**src/rtl/shift_rotate_pkg.sv**
```systemverilog
// Package: shift_rotate_pkg
// Shared encodings for the shift/rotate unit: the kind of operation the
// shifter network performs and the function codes it recognises.
package shift_rotate_pkg;

    // Operation carried out by the shifter network.
    typedef enum logic [1:0] {
        KIND_SHL = 2'd0,   // logical left
        KIND_SHR = 2'd1,   // logical right
        KIND_SAR = 2'd2,   // arithmetic right
        KIND_ROR = 2'd3    // rotate right
    } shift_kind_e;

    // Decoded control for one instruction.
    typedef struct packed {
        logic        known;     // function code is in the shift family
        logic        reg_amt;   // amount comes from a register value
        shift_kind_e kind;      // network operation
    } shift_ctl_t;

    // Function codes of the shift family.
    localparam logic [5:0] FN_SHL_IMM = 6'h00;
    localparam logic [5:0] FN_SHR_IMM = 6'h02;
    localparam logic [5:0] FN_SAR_IMM = 6'h03;
    localparam logic [5:0] FN_SHL_VAR = 6'h04;
    localparam logic [5:0] FN_SHR_VAR = 6'h06;
    localparam logic [5:0] FN_SAR_VAR = 6'h07;

endpackage

```
**src/rtl/shift_rotate_decode.sv**
```systemverilog
// Module: shift_rotate_decode
// Turns the function field plus the selector bits into shifter control.
// Assumes the caller has already decided the instruction is a register-format
// word; only the function field and the two selector bits are looked at.
module shift_rotate_decode
    import shift_rotate_pkg::*;
(
    input  logic [5:0]  funct,
    input  logic        imm_sel,   // rotate selector for the immediate form
    input  logic        var_sel,   // rotate selector for the variable form
    output shift_ctl_t  ctl
);

    // Map each function code to its network operation and amount source.
    always_comb begin
        ctl = '{known: 1'b0, reg_amt: 1'b0, kind: KIND_SHL};
        case (funct)
            FN_SHL_IMM: ctl = '{known: 1'b1, reg_amt: 1'b0, kind: KIND_SHL};
            FN_SHR_IMM: ctl = '{known: 1'b1, reg_amt: 1'b0,
                                kind: imm_sel ? KIND_ROR : KIND_SHR};
            FN_SAR_IMM: ctl = '{known: 1'b1, reg_amt: 1'b0, kind: KIND_SAR};
            FN_SHL_VAR: ctl = '{known: 1'b1, reg_amt: 1'b1, kind: KIND_SHL};
            FN_SHR_VAR: ctl = '{known: 1'b1, reg_amt: 1'b1,
                                kind: var_sel ? KIND_ROR : KIND_SHR};
            FN_SAR_VAR: ctl = '{known: 1'b1, reg_amt: 1'b1, kind: KIND_SAR};
            default:    ctl = '{known: 1'b0, reg_amt: 1'b0, kind: KIND_SHL};
        endcase
    end

    // Check that recognised codes all sit in the lowest group of eight.
    always_comb begin
        if (ctl.known) begin
            AST_KNOWN_IN_GROUP: assert (funct[5:3] == 3'b000)
                else $error("decoder accepted code outside shift group");
        end
    end

endmodule

```
**src/rtl/shift_rotate_amount.sv**
```systemverilog
// Module: shift_rotate_amount
// Selects the shift distance: the instruction field for immediate forms or
// the low bits of the register value for variable forms.
module shift_rotate_amount #(
    parameter int AMT_W = 5
) (
    input  logic [AMT_W-1:0] imm_amt,
    input  logic [AMT_W-1:0] reg_amt_bits,
    input  logic             use_reg,
    output logic [AMT_W-1:0] amt
);

    // Two-way select of the amount source.
    always_comb begin
        amt = use_reg ? reg_amt_bits : imm_amt;
    end

endmodule

```
**src/rtl/shift_rotate_core.sv**
```systemverilog
// Module: shift_rotate_core
// Logarithmic right-shift network with a fill/rotate choice per stage.
// Left shifts reuse the same network by reversing the operand bit order on
// the way in and on the way out. Assumes WIDTH is a power of two.
module shift_rotate_core
    import shift_rotate_pkg::*;
#(
    parameter int WIDTH = 32,
    parameter int AMT_W = $clog2(WIDTH)
) (
    input  logic [WIDTH-1:0] data_in,
    input  logic [AMT_W-1:0] amt,
    input  shift_kind_e      kind,
    output logic [WIDTH-1:0] data_out
);

    logic             is_left;
    logic             is_rot;
    logic             fill_bit;
    logic [WIDTH-1:0] rev_in;
    logic [WIDTH-1:0] net_in;
    logic [WIDTH-1:0] net_out;
    logic [WIDTH-1:0] rev_out;
    logic [WIDTH-1:0] stage [0:AMT_W];

    // Derive the per-operation controls of the network.
    always_comb begin
        is_left  = (kind == KIND_SHL);
        is_rot   = (kind == KIND_ROR);
        fill_bit = (kind == KIND_SAR) ? data_in[WIDTH-1] : 1'b0;
    end

    // Bit reversal of the operand and of the network output.
    for (genvar i = 0; i < WIDTH; i++) begin : g_rev
        assign rev_in[i]  = data_in[WIDTH-1-i];
        assign rev_out[i] = net_out[WIDTH-1-i];
    end

    // Feed the network with the reversed operand for left shifts.
    always_comb begin
        net_in = is_left ? rev_in : data_in;
    end

    assign stage[0] = net_in;

    // One stage per amount bit; stage k moves by 2**k when amt[k] is set.
    for (genvar k = 0; k < AMT_W; k++) begin : g_stage
        localparam int DIST = 1 << k;
        for (genvar i = 0; i < WIDTH; i++) begin : g_bit
            logic src;
            if (i + DIST < WIDTH) begin : g_inside
                assign src = stage[k][i+DIST];
            end else begin : g_edge
                assign src = is_rot ? stage[k][i+DIST-WIDTH] : fill_bit;
            end
            assign stage[k+1][i] = amt[k] ? src : stage[k][i];
        end
    end

    assign net_out = stage[AMT_W];

    // Undo the reversal for left shifts.
    always_comb begin
        data_out = is_left ? rev_out : net_out;
    end

    // Logical shifts can only drop ones, never create them.
    always_comb begin
        if (kind == KIND_SHL || kind == KIND_SHR) begin
            AST_SHIFT_NO_NEW_ONES: assert ($countones(data_out) <= $countones(data_in))
                else $error("logical shift created ones");
        end
    end

endmodule

```
**src/rtl/shift_rotate_unit.sv**
```systemverilog
// Module: shift_rotate_unit
// Top of the combinational shift/rotate unit. Decodes the function field,
// picks the amount source, runs the shifter network and gates the result
// with the recognition flag. Assumes the instruction is register-format.
module shift_rotate_unit
    import shift_rotate_pkg::*;
#(
    parameter int WIDTH = 32,
    parameter int AMT_W = $clog2(WIDTH)
) (
    input  logic [5:0]       funct,
    input  logic [AMT_W-1:0] sa_field,
    input  logic             rs_field_lsb,
    input  logic [WIDTH-1:0] rs_value,
    input  logic [WIDTH-1:0] rt_value,
    output logic [WIDTH-1:0] result,
    output logic             valid
);

    shift_ctl_t       ctl;
    logic [AMT_W-1:0] amt;
    logic [WIDTH-1:0] shifted;
    logic             unused_rs_hi;

    // Upper register bits play no part in the amount.
    assign unused_rs_hi = ^rs_value[WIDTH-1:AMT_W];

    shift_rotate_decode u_decode (
        .funct   (funct),
        .imm_sel (rs_field_lsb),
        .var_sel (sa_field[0]),
        .ctl     (ctl)
    );

    shift_rotate_amount #(.AMT_W(AMT_W)) u_amount (
        .imm_amt      (sa_field),
        .reg_amt_bits (rs_value[AMT_W-1:0]),
        .use_reg      (ctl.reg_amt),
        .amt          (amt)
    );

    shift_rotate_core #(.WIDTH(WIDTH), .AMT_W(AMT_W)) u_core (
        .data_in  (rt_value),
        .amt      (amt),
        .kind     (ctl.kind),
        .data_out (shifted)
    );

    // Gate the network output with the recognition flag.
    always_comb begin
        valid  = ctl.known;
        result = ctl.known ? shifted : '0;
    end

    // Output-level properties across the submodules.
    always_comb begin
        if (!valid) begin
            AST_UNKNOWN_ZERO: assert (result == '0)
                else $error("unrecognised code produced data");
        end
        if (valid && amt == '0) begin
            AST_ZERO_AMOUNT_PASS: assert (result == rt_value)
                else $error("zero amount altered operand");
        end
        if (valid && ctl.kind == KIND_ROR) begin
            AST_ROTATE_KEEPS_ONES: assert ($countones(result) == $countones(rt_value))
                else $error("rotate changed population");
        end
        if (valid && ctl.kind == KIND_SAR) begin
            AST_ARITH_SIGN_KEPT: assert (result[WIDTH-1] == rt_value[WIDTH-1])
                else $error("arithmetic shift lost sign");
        end
    end

endmodule

```
**config.mk**
```make
export PLATFORM = sky130hd
export DESIGN_NAME = shift_rotate_unit
export DESIGN_NICKNAME = d
export VERILOG_FILES = /design/src/rtl/shift_rotate_pkg.sv /design/src/rtl/shift_rotate_decode.sv /design/src/rtl/shift_rotate_amount.sv /design/src/rtl/shift_rotate_core.sv /design/src/rtl/shift_rotate_unit.sv
export SDC_FILE = /design/constraint.sdc
export NUM_CORES = 1
export LEC_CHECK = 0
export BUFFER_PORTS_ARGS = -buffer_cell sky130_fd_sc_hd__buf_2
export CORE_ASPECT_RATIO = 0.5
export CORE_MARGIN = 4
export CORE_UTILIZATION = 55
export DETAILED_ROUTE_END_ITERATION = 10
export PLACE_DENSITY = 0.83
export REMOVE_ABC_BUFFERS = 1
export SYNTH_ARGS = -nofsm -noshare
export SYNTH_HDL_FRONTEND = slang
export SYNTH_HIERARCHICAL = 1
export SYNTH_SLANG_ARGS = --single-unit
```
**constraint.sdc**
```tcl
create_clock -name vclk -period 4.2
set_input_delay 0.21 -clock vclk [all_inputs]
set_output_delay 0.21 -clock vclk [all_outputs]
set_load 0.02 [all_outputs]
```
# Word level (Yosys, flattened, before mapping)
# Cells that the tools add are included.
[totals]
latchBits = 0
regBits = 0
ram_bits = 0
rom_bits = 0
memories = 0
[classes]
add_sub_neg = 0
order_cmp = 0
n_shift = 0
eq_ne = 7
n_reduce_logical = 2
div_mod_pow = 0
muxes = 199
n_bitwise = 0
multipliers = 0
[ops]
columns = ["op", "count"]
rows = [
  ["$mux 1", 192],
  ["$mux 32", 3],
  ["$pmux 4 s6", 1],
  ["$eq 6x3->1 const B", 3],
  ["$eq 6x2->1 const B", 2],
  ["$logic_not 6->1", 1],
  ["$mux 5", 1],
  ["$eq 2x2->1 const B", 2],
  ["$mux 2", 2],
  ["$logic_not 2->1", 1],
]

# Longest topological paths before layout
# Gate-level depths: netlist (run 1).
[logic_depth]
depth_word = 12
mapped_depth = 14

# Cells and area by module
# Netlist (run 1), hierarchy kept.
[modules_own_cells]
columns = ["module", "seq_area_each_um2", "cells_per_inst", "area_per_inst_um2", "n_inst"]
rows = [
  ["shift_rotate_core", 0.0, 381, 2975.4, 1],
  ["shift_rotate_unit", 0.0, 35, 255.2, 1],
  ["shift_rotate_decode", 0.0, 9, 67.6, 1],
  ["shift_rotate_amount", 0.0, 5, 56.3, 1],
]

# Least setup slack after synthesis (run 1)
# OpenSTA, ideal clock, no wires.
[synth_path]
path_kind = "input port to output port"
from = "in funct[5]"
to = "out result[26]"
path_slack_ps = 465
path_stages = 14
arrival_time_ps = 3525
n_path_buf = 3
t_required_ps = 3990
path_cell_list = "or3_4 -> a211oi_2 -> mux2_2 -> buf_2 -> inv_1 -> buf_2 -> buf_1 -> mux4_2 -> a22oi_1 -> nand2_1 -> a221oi_1 -> o21ai_1 -> a221o_1 -> and2_2"
[synth_lines]
columns = ["item", "line", "rtl"]
rows = [
  ["start, declared", "shift_rotate_unit.sv:11", "input logic [5:0] funct,"],
  ["end, declared", "shift_rotate_unit.sv:16", "output logic [WIDTH-1:0] result,"],
]

==> results by group, run 1 <==
Status
  – Outcome: complete, no violations

Yosys
  – Unique masters post-synth: 55
  – Adder-Cell Fraction of Synth Area: 0%
  – Synth Warn #: 6
  – Post-Syn Area per Cell: 7.80 µm²
  – Post-Syn Instances: 430
  – Mux share of post-synthesis cell area: 37.3%
  – Largest family of logic cells by synthesized area: multiplexers
  – Register area share after synthesis: 0%
  – Simple-gate portion of the synthesized area: 21.1%
  – Synth Cell Area: 3350 µm²
  – Compound-gate portion of the synthesized area: 34.8%
  – Synth Area in XOR/XNOR: 0%

Timing
  – Pins Over Slew Limit: 0
  – Final min period: 4.04 ns
  – Maximum clock frequency: 248 MHz
  – Period utilization: 96.1%
  – Slew headroom: 54.3%
  – Post-Route Setup TNS: 0 ns
  – RSZ-0062 raised after global routing: false
  – Final hold viol count: 0
  – Final setup fails: 0
  – Least-Margin Pin Slew: 0.682 ns

Cells and area
  – Inserted Diodes: 0
  – Register area: 0 µm²
  – Design Area, Final: 3920 µm²
  – Clock buffer count: 0
  – Share of cells above drive strength 1: 41.7%
  – Commonest cells after routing, fill and taps aside: buf_2, nand2_1, mux4_2
  – Area growth syn-to-layout: 16.9%
  – Final net count: 581
  – FFs & Latches: 0
  – Commonest non-fill, non-tap cell in the layout: buf_2

Power
  – Pwr/cell area: 143 nW/µm²
  – Leak Pwr: 1.65 nW
  – Peak VDD IR: 75.6 µV

Worst setup path
  – Crit path capture type: output port
  – Slowest stage cell, crit path: mux2_2
  – Crit path depth: 14
  – Worst EP arrival: 3.83 ns
  – CP Launch Type: input port
  – Data required time of the critical path: 3.99 ns
  – CP peak stage delay: 0.51 ns
  – CP cell instances: buf_2 > or3_4 > a211oi_2 > mux2_2 > or3_1 > and3_1 > o32ai_1 > buf_4 > nor2_1 > a21o_1 > and3_1 > o32a_1 > and2_2 > buf_2
  – Origin of the worst setup path: funct[5]
  – CP Buf/Inv Count: 3
  – Family with the most delay on the worst path: simple AND/OR/NAND/NOR gates
  – Max FO, Critical Path: 9
  – Critical Path End: result[21]
  – Crit Path Class: in -> out

Floorplan
  – Starting density of the core: 59.0%
  – I/O Pins: 109
  – Core Region: 5680 µm²
  – Die height: 63.2 µm
  – Die area: 7490 µm²
  – Die Width: 118 µm
  – Number of placement rows: 19

GRT
  – Vias in the first global route: 3714
  – Total grt overflow: 0
  – Initial antenna violation count: 0
  – Global-route wire length before repair: 20000 µm
  – Total GRT Usage: 32.6%
  – Largest net degree at the start of global routing: 34

Drt
  – DR vias/cell: 7.27
  – Post-DRT Antenna Nets: 0
  – TritonRoute pass-1 iters: 6
  – Routed via count: 4190
  – Drt wl/cell: 22.1 µm
  – DRC viols: 0
  – Detailed Route Iter0 Violations: 753
  – Total wire length: 12700 µm

Hold path
  – Worst hold-check path type: in -> out

Placed design
  – Final HPWL DP: 9970 µm
  – Placement-stage cell area: 3920 µm²
  – Placer Congestion: 1.07
  – IO buf count: 82

Run
  – MaxCap Viol Count: 0
[stage by stage]
stage | utilization (%) | cells | hold WS [ns] | total power, mW | worst slack, ns
floorplan | - | 390 | 0.778 | 0.358 | -0.636
global placement | 69.0 | 576 | 0.987 | 0.533 | 0.263
detailed placement | 69.0 | 576 | 1.01 | 0.537 | 0.257
CTS | 69.0 | 576 | 1.01 | 0.538 | 0.253
global route | 69.0 | 576 | 1.04 | 0.595 | 0.00549
finish | 69.0 | 576 | 1.01 | 0.560 | 0.164
[routing by layer]
layer	wire [µm]	GRT usage, %	up-vias
met3	1890	11.0	17
li1	-	-	1889
met2	5260	47.5	302
met1	5450	48.8	1982
met5	0	0	-
met4	97	2.02	0
[synth_stat cells (10+ instances only)]
master    number  area (µm²)
and2_2        32         240
clkbuf_1      27         101
nand2_1       40         150
mux4_2        40         901
mux2_2        16         180
o21ai_0       19        95.1
a22oi_1       20         150
nor2_1        26        97.6
a221oi_1      10        87.6
a21oi_1       34         170
mux2i_1       17         170
o22ai_1       21         131
nor3_1        11        55.1
[kinds of logic after synthesis]
logic type,Yosys count
simple gates,135
compound gates,170
buf+inv,52
mux,73
[how the worst min path moves through the flow]
stage | depth (start not counted) | slack [ns] | to | from
3_5_place_dp | 4 | 1.01 | valid | funct[0]
6_report | 4 | 1.01 | valid | funct[0]
2_1_floorplan | 2 | 0.78 | valid | funct[3]
4_1_cts | 4 | 1.01 | valid | funct[0]
5_1_grt | 4 | 1.04 | valid | funct[0]
3_3_place_gp | 4 | 0.99 | valid | funct[0]
[power breakdown]
group	switching [mW]	internal, mW	leakage (nW)
Clock	0	0	0
Sequential	0	0	0
Combinational	0.324	0.235	1.65
Total	0.324	0.235	1.65
[what timing repair did]
item | in CTS | in global routing
gates resized for setup | 0 | 1
hold endpoints to repair | 0 | 0
hold buffers | 0 | 0
buffers inserted | 0 | 0
setup endpoints to repair | 0 | 1
[area by class of cell]
class	instances	area (µm²)
tap	73	91.3
multi-input combinational	378	3130
fill	499	1760
inverter	12	45.0
timing repair buffer	113	656
[tightest hold or removal path: cells and delay by family]
family,cells,cell delay [ns]
buffers and inverters,3,0.50
AO/OA/AOI/OAI,1,0.07
(Power assumes the default switching activity.)
==> run 2: changes to the inputs <==
- BUFFER_PORTS_ARGS: -buffer_cell sky130_fd_sc_hd__buf_2 -> default
- CORE_UTILIZATION: 55 -> 69
- DONT_BUFFER_PORTS: default -> 1
- PLACE_DENSITY: 0.83 -> 0.82
==> run 2 against run 1 <==
Against the previous run: die area fell by 18%; critical path type unchanged; via count fell by 3.5%; sequential share of layout area did not move; largest power group unchanged; worst setup slack improved by 0.030 ns; power fell by 9.5%; fmax rose by 0.75%; final cell count fell by 17%; clock-buffer cell count did not move; non-clock buffer count fell by 91; hold slack got worse by 0.29 ns.
==> results by group, run 2 (same netlist as run 1, synthesis figures left out) <==
GRT
  – Vias in the first global route: 3614
  – Largest net degree at the start of global routing: 36
  – Total GRT Usage: 38.9%
  – Initial antenna violation count: 0
  – Total grt overflow: 0
  – Global-route wire length before repair: 19200 µm

Drt
  – TritonRoute pass-1 iters: 5
  – Drt wl/cell: 25.6 µm
  – Routed via count: 4044
  – Detailed Route Iter0 Violations: 806
  – Post-DRT Antenna Nets: 0
  – DR vias/cell: 8.46
  – Total wire length: 12200 µm
  – DRC viols: 0

Clocking
  – Setup Fix Bufs, Post-CTS: 0
  – CTS Hold Buffers Added: 0
  – Post-CTS Resized: 0

Timing
  – Fin Hold WS: 0.713 ns
  – Least-Margin Pin Slew: 1.29 ns
  – Final hold viol count: 0
  – Pins Over Slew Limit: 0
  – Final min period: 4.01 ns
  – Setup ws final: 0.194 ns
  – Final setup fails: 0
  – RSZ-0062 raised after global routing: false
  – Maximum clock frequency: 250 MHz
  – Slew headroom: 14.3%
  – Period utilization: 95.4%

Cells and area
  – Register area: 0 µm²
  – Clock buffer count: 0
  – Final net count: 490
  – Commonest cells after routing, fill and taps aside: nand2_1, mux4_2, a21oi_1
  – FFs & Latches: 0
  – Area of the multi-input gates: 3130 µm²
  – Fill count: 356
  – Inserted Diodes: 0
  – Area growth syn-to-layout: 2.16%
  – Design Area, Final: 3430 µm²
  – Share of cells above drive strength 1: 29.1%

Run
  – MaxCap Viol Count: 0

Worst setup path
  – Crit Path Class: in -> out
  – Crit path capture type: output port
  – CP cell instances: or3_4 > a211oi_2 > mux2_2 > inv_1 > buf_4 > mux4_2 > a211oi_1 > a31oi_1 > mux2i_1 > nor2_1 > o32a_1 > and2_2
  – Max FO, Critical Path: 21
  – Data required time of the critical path: 3.99 ns
  – CP Launch Type: input port
  – Family with the most delay on the worst path: multiplexers
  – Worst EP arrival: 3.80 ns
  – Slowest stage cell, crit path: mux2_2
  – CP Buf/Inv Count: 2
  – CP peak stage delay: 0.52 ns

Floorplan
  – Starting density of the core: 73.7%
  – I/O Pins: 109
  – Number of placement rows: 17
  – Die height: 57.3 µm
  – Core Region: 4550 µm²
  – Die Width: 107 µm
  – Die area: 6110 µm²

Placed design
  – Setup Slack @ Placement: 0.329 ns
  – Final HPWL DP: 9430 µm
  – Placement-stage cell area: 3430 µm²
  – Placer Congestion: 1.11
  – IO buf count: 0

Status
  – Outcome: complete, no violations

Hold path
  – Worst hold-check path type: in -> out

Power
  – Pwr/cell area: 148 nW/µm²
  – Total Power: 0.506 mW
  – Leak Pwr: 1.23 nW
  – Peak VDD IR: 97.4 µV
run 2: path summary, 6_finish.rpt:
kind     start    endpoint  slack [ns]  depth (start not counted)
max   funct[5]  result[21]        0.19                         12
min   funct[0]       valid        0.71                          1
run 2: layout make-up:
cell class                      count  area share [%]
Tap cell                           66            2.41
Timing Repair Buffer               22            4.82
Inverter                           12            1.31
Multi-Input combinational cell    378            91.5
run 2: through the flow:
| stage | cells | utilization (%) | setup TNS [ns] |
|---|---|---|---|
| global route | 478 | 75.3 | 0 |
| CTS | 478 | 75.3 | 0 |
| detailed placement | 478 | 75.3 | 0 |
| finish | 478 | 75.3 | 0 |
| global placement | 478 | 75.3 | 0 |
| floorplan | 390 | - | -14.07 |
run 2: routing by layer:
metal | vias up | global-route usage [%] | routed length (µm)
met5 | - | 0 | 0
met1 | 1838 | 56.1 | 4530
met3 | 56 | 12.9 | 2240
met4 | 0 | 6.56 | 314
met2 | 452 | 58.1 | 5130
li1 | 1698 | - | -
run 2: power breakdown:
part	switching (mW)	internal [mW]
Clock	0	0
Combinational	0.301	0.205
Sequential	0	0
==> run 3: changes to the inputs <==
- CORE_UTILIZATION: 69 -> 70
- PLACE_DENSITY: 0.82 -> 0.83
- clock period: 4.2 -> 4.7 ns (I/O delays scaled with it)
==> run 3 against run 2 <==
Against the previous run: routed wire length rose by 1.4%; worst setup slack got worse by 0.0064 ns; sequential share of layout area did not move; global-route usage rose by 0.56 points; first-iteration DRC count fell by 6.2%; sequential cell count did not move; critical path depth fell by 1; combinational power fell by 12%.
==> results by group, run 3 (same netlist as run 1, synthesis figures left out) <==
Status
  – Outcome: complete, no violations

Clocking
  – Post-CTS Resized: 0
  – CTS Hold Buffers Added: 0
  – Setup Fix Bufs, Post-CTS: 0

Timing
  – Fin Hold WS: 0.772 ns
  – Final hold viol count: 0
  – Slew headroom: 12.6%
  – Least-Margin Pin Slew: 1.31 ns
  – Final min period: 4.51 ns
  – Period utilization: 96.0%
  – RSZ-0062 raised after global routing: false
  – Maximum clock frequency: 222 MHz
  – Pins Over Slew Limit: 0
  – Post-Route Setup TNS: 0 ns
  – Final setup fails: 0

Worst setup path
  – CP Launch Type: input port
  – Slowest stage cell, crit path: a211oi_1
  – Crit Path Class: in -> out
  – CP Buf/Inv Count: 0
  – Data required time of the critical path: 4.47 ns
  – Worst EP arrival: 4.28 ns
  – Crit path capture type: output port
  – CP peak stage delay: 0.63 ns
  – CP cell instances: or3_4 > a211oi_2 > mux2_2 > or3_1 > a21boi_0 > nor3_1 > a211oi_1 > mux2i_1 > mux2i_1 > o2bb2ai_1 > and2_2
  – Cell repeated most along the worst path: mux2i_1
  – Max FO, Critical Path: 22
  – Family with the most delay on the worst path: compound AO/OA/AOI/OAI gates

Floorplan
  – Die area: 6030 µm²
  – I/O Pins: 109
  – Number of placement rows: 17
  – Core Region: 4510 µm²
  – Starting density of the core: 74.4%
  – Die height: 57.0 µm
  – Die Width: 106 µm

Placed design
  – Placer Congestion: 1.04
  – Final HPWL DP: 9160 µm
  – IO buf count: 0

GRT
  – Global-route wire length before repair: 19500 µm
  – Initial antenna violation count: 0
  – Largest net degree at the start of global routing: 43
  – Total GRT Usage: 39.4%
  – Vias in the first global route: 3812
  – Total grt overflow: 0

Power
  – Peak VDD IR: 92.6 µV
  – Leak Pwr: 1.17 nW
  – Pwr/cell area: 133 nW/µm²
  – Total Power: 0.444 mW

Drt
  – Total wire length: 12400 µm
  – DRC viols: 0
  – TritonRoute pass-1 iters: 7
  – Drt wl/cell: 26.6 µm
  – Detailed Route Iter0 Violations: 756
  – DR vias/cell: 8.73
  – Routed via count: 4068
  – Post-DRT Antenna Nets: 0

Cells and area
  – FFs & Latches: 0
  – Register area: 0 µm²
  – Area growth syn-to-layout: -0.336%
  – Clock buffer count: 0
  – Commonest cells after routing, fill and taps aside: nand2_1, mux4_2, a21oi_1
  – Fill count: 349
  – Final net count: 478
  – Share of cells above drive strength 1: 27.3%
  – Inserted Diodes: 0

Hold path
  – Worst hold-check path type: in -> out

Run
  – MaxCap Viol Count: 0
run 3: changes by cell type in the layout (fill, tap and decap cells not counted), sizes merged:
| cell | before | now |
|---|---|---|
| buf | 22 | 10 |
run 3: routing by layer:
layer  track usage [%]  share of wire [%]  vias up  wire [µm]
li1                  -                  -     1681          -
met1              54.2                 35     1846       4370
met2              61.1                 42      474       5160
met3              13.3                 20       67       2470
met4              8.67                3.2        0        397
met5                 0                  0        -          0
run 3: worst paths after layout:
kind | endpoint | depth (start not counted) | slack [ns] | start
setup / recovery | result[28] | 11 | 0.19 | funct[5]
hold / removal | valid | 1 | 0.77 | funct[0]
run 3: layout make-up:
cell class	instances	area, µm²	area share (%)
inverters	12	45.0	1.35
multi-input cells	378	3140	93.9
well taps	66	82.6	2.47
repair buffers	10	75.1	2.25
run 3: power by group:
group | internal, mW | total, mW | leakage (nW) | switching [mW]
Sequential | 0 | 0 | 0 | 0
Combinational | 0.176 | 0.444 | 1.17 | 0.268
Clock | 0 | 0 | 0 | 0
Total | 0.176 | 0.444 | 1.17 | 0.268
run 3: through the flow:
stage / setup slack (ns) / std cells / instance area (µm²) / utilization [%]
after floorplan: -0.186 / 390 / 3170 / -
final: 0.188 / 466 / 3340 / 74.1
after CTS: 0.347 / 466 / 3340 / 74.0
after global placement: 0.591 / 466 / 3340 / 74.0
after global routing: 0.0332 / 466 / 3340 / 74.1
after detailed placement: 0.357 / 466 / 3340 / 74.0
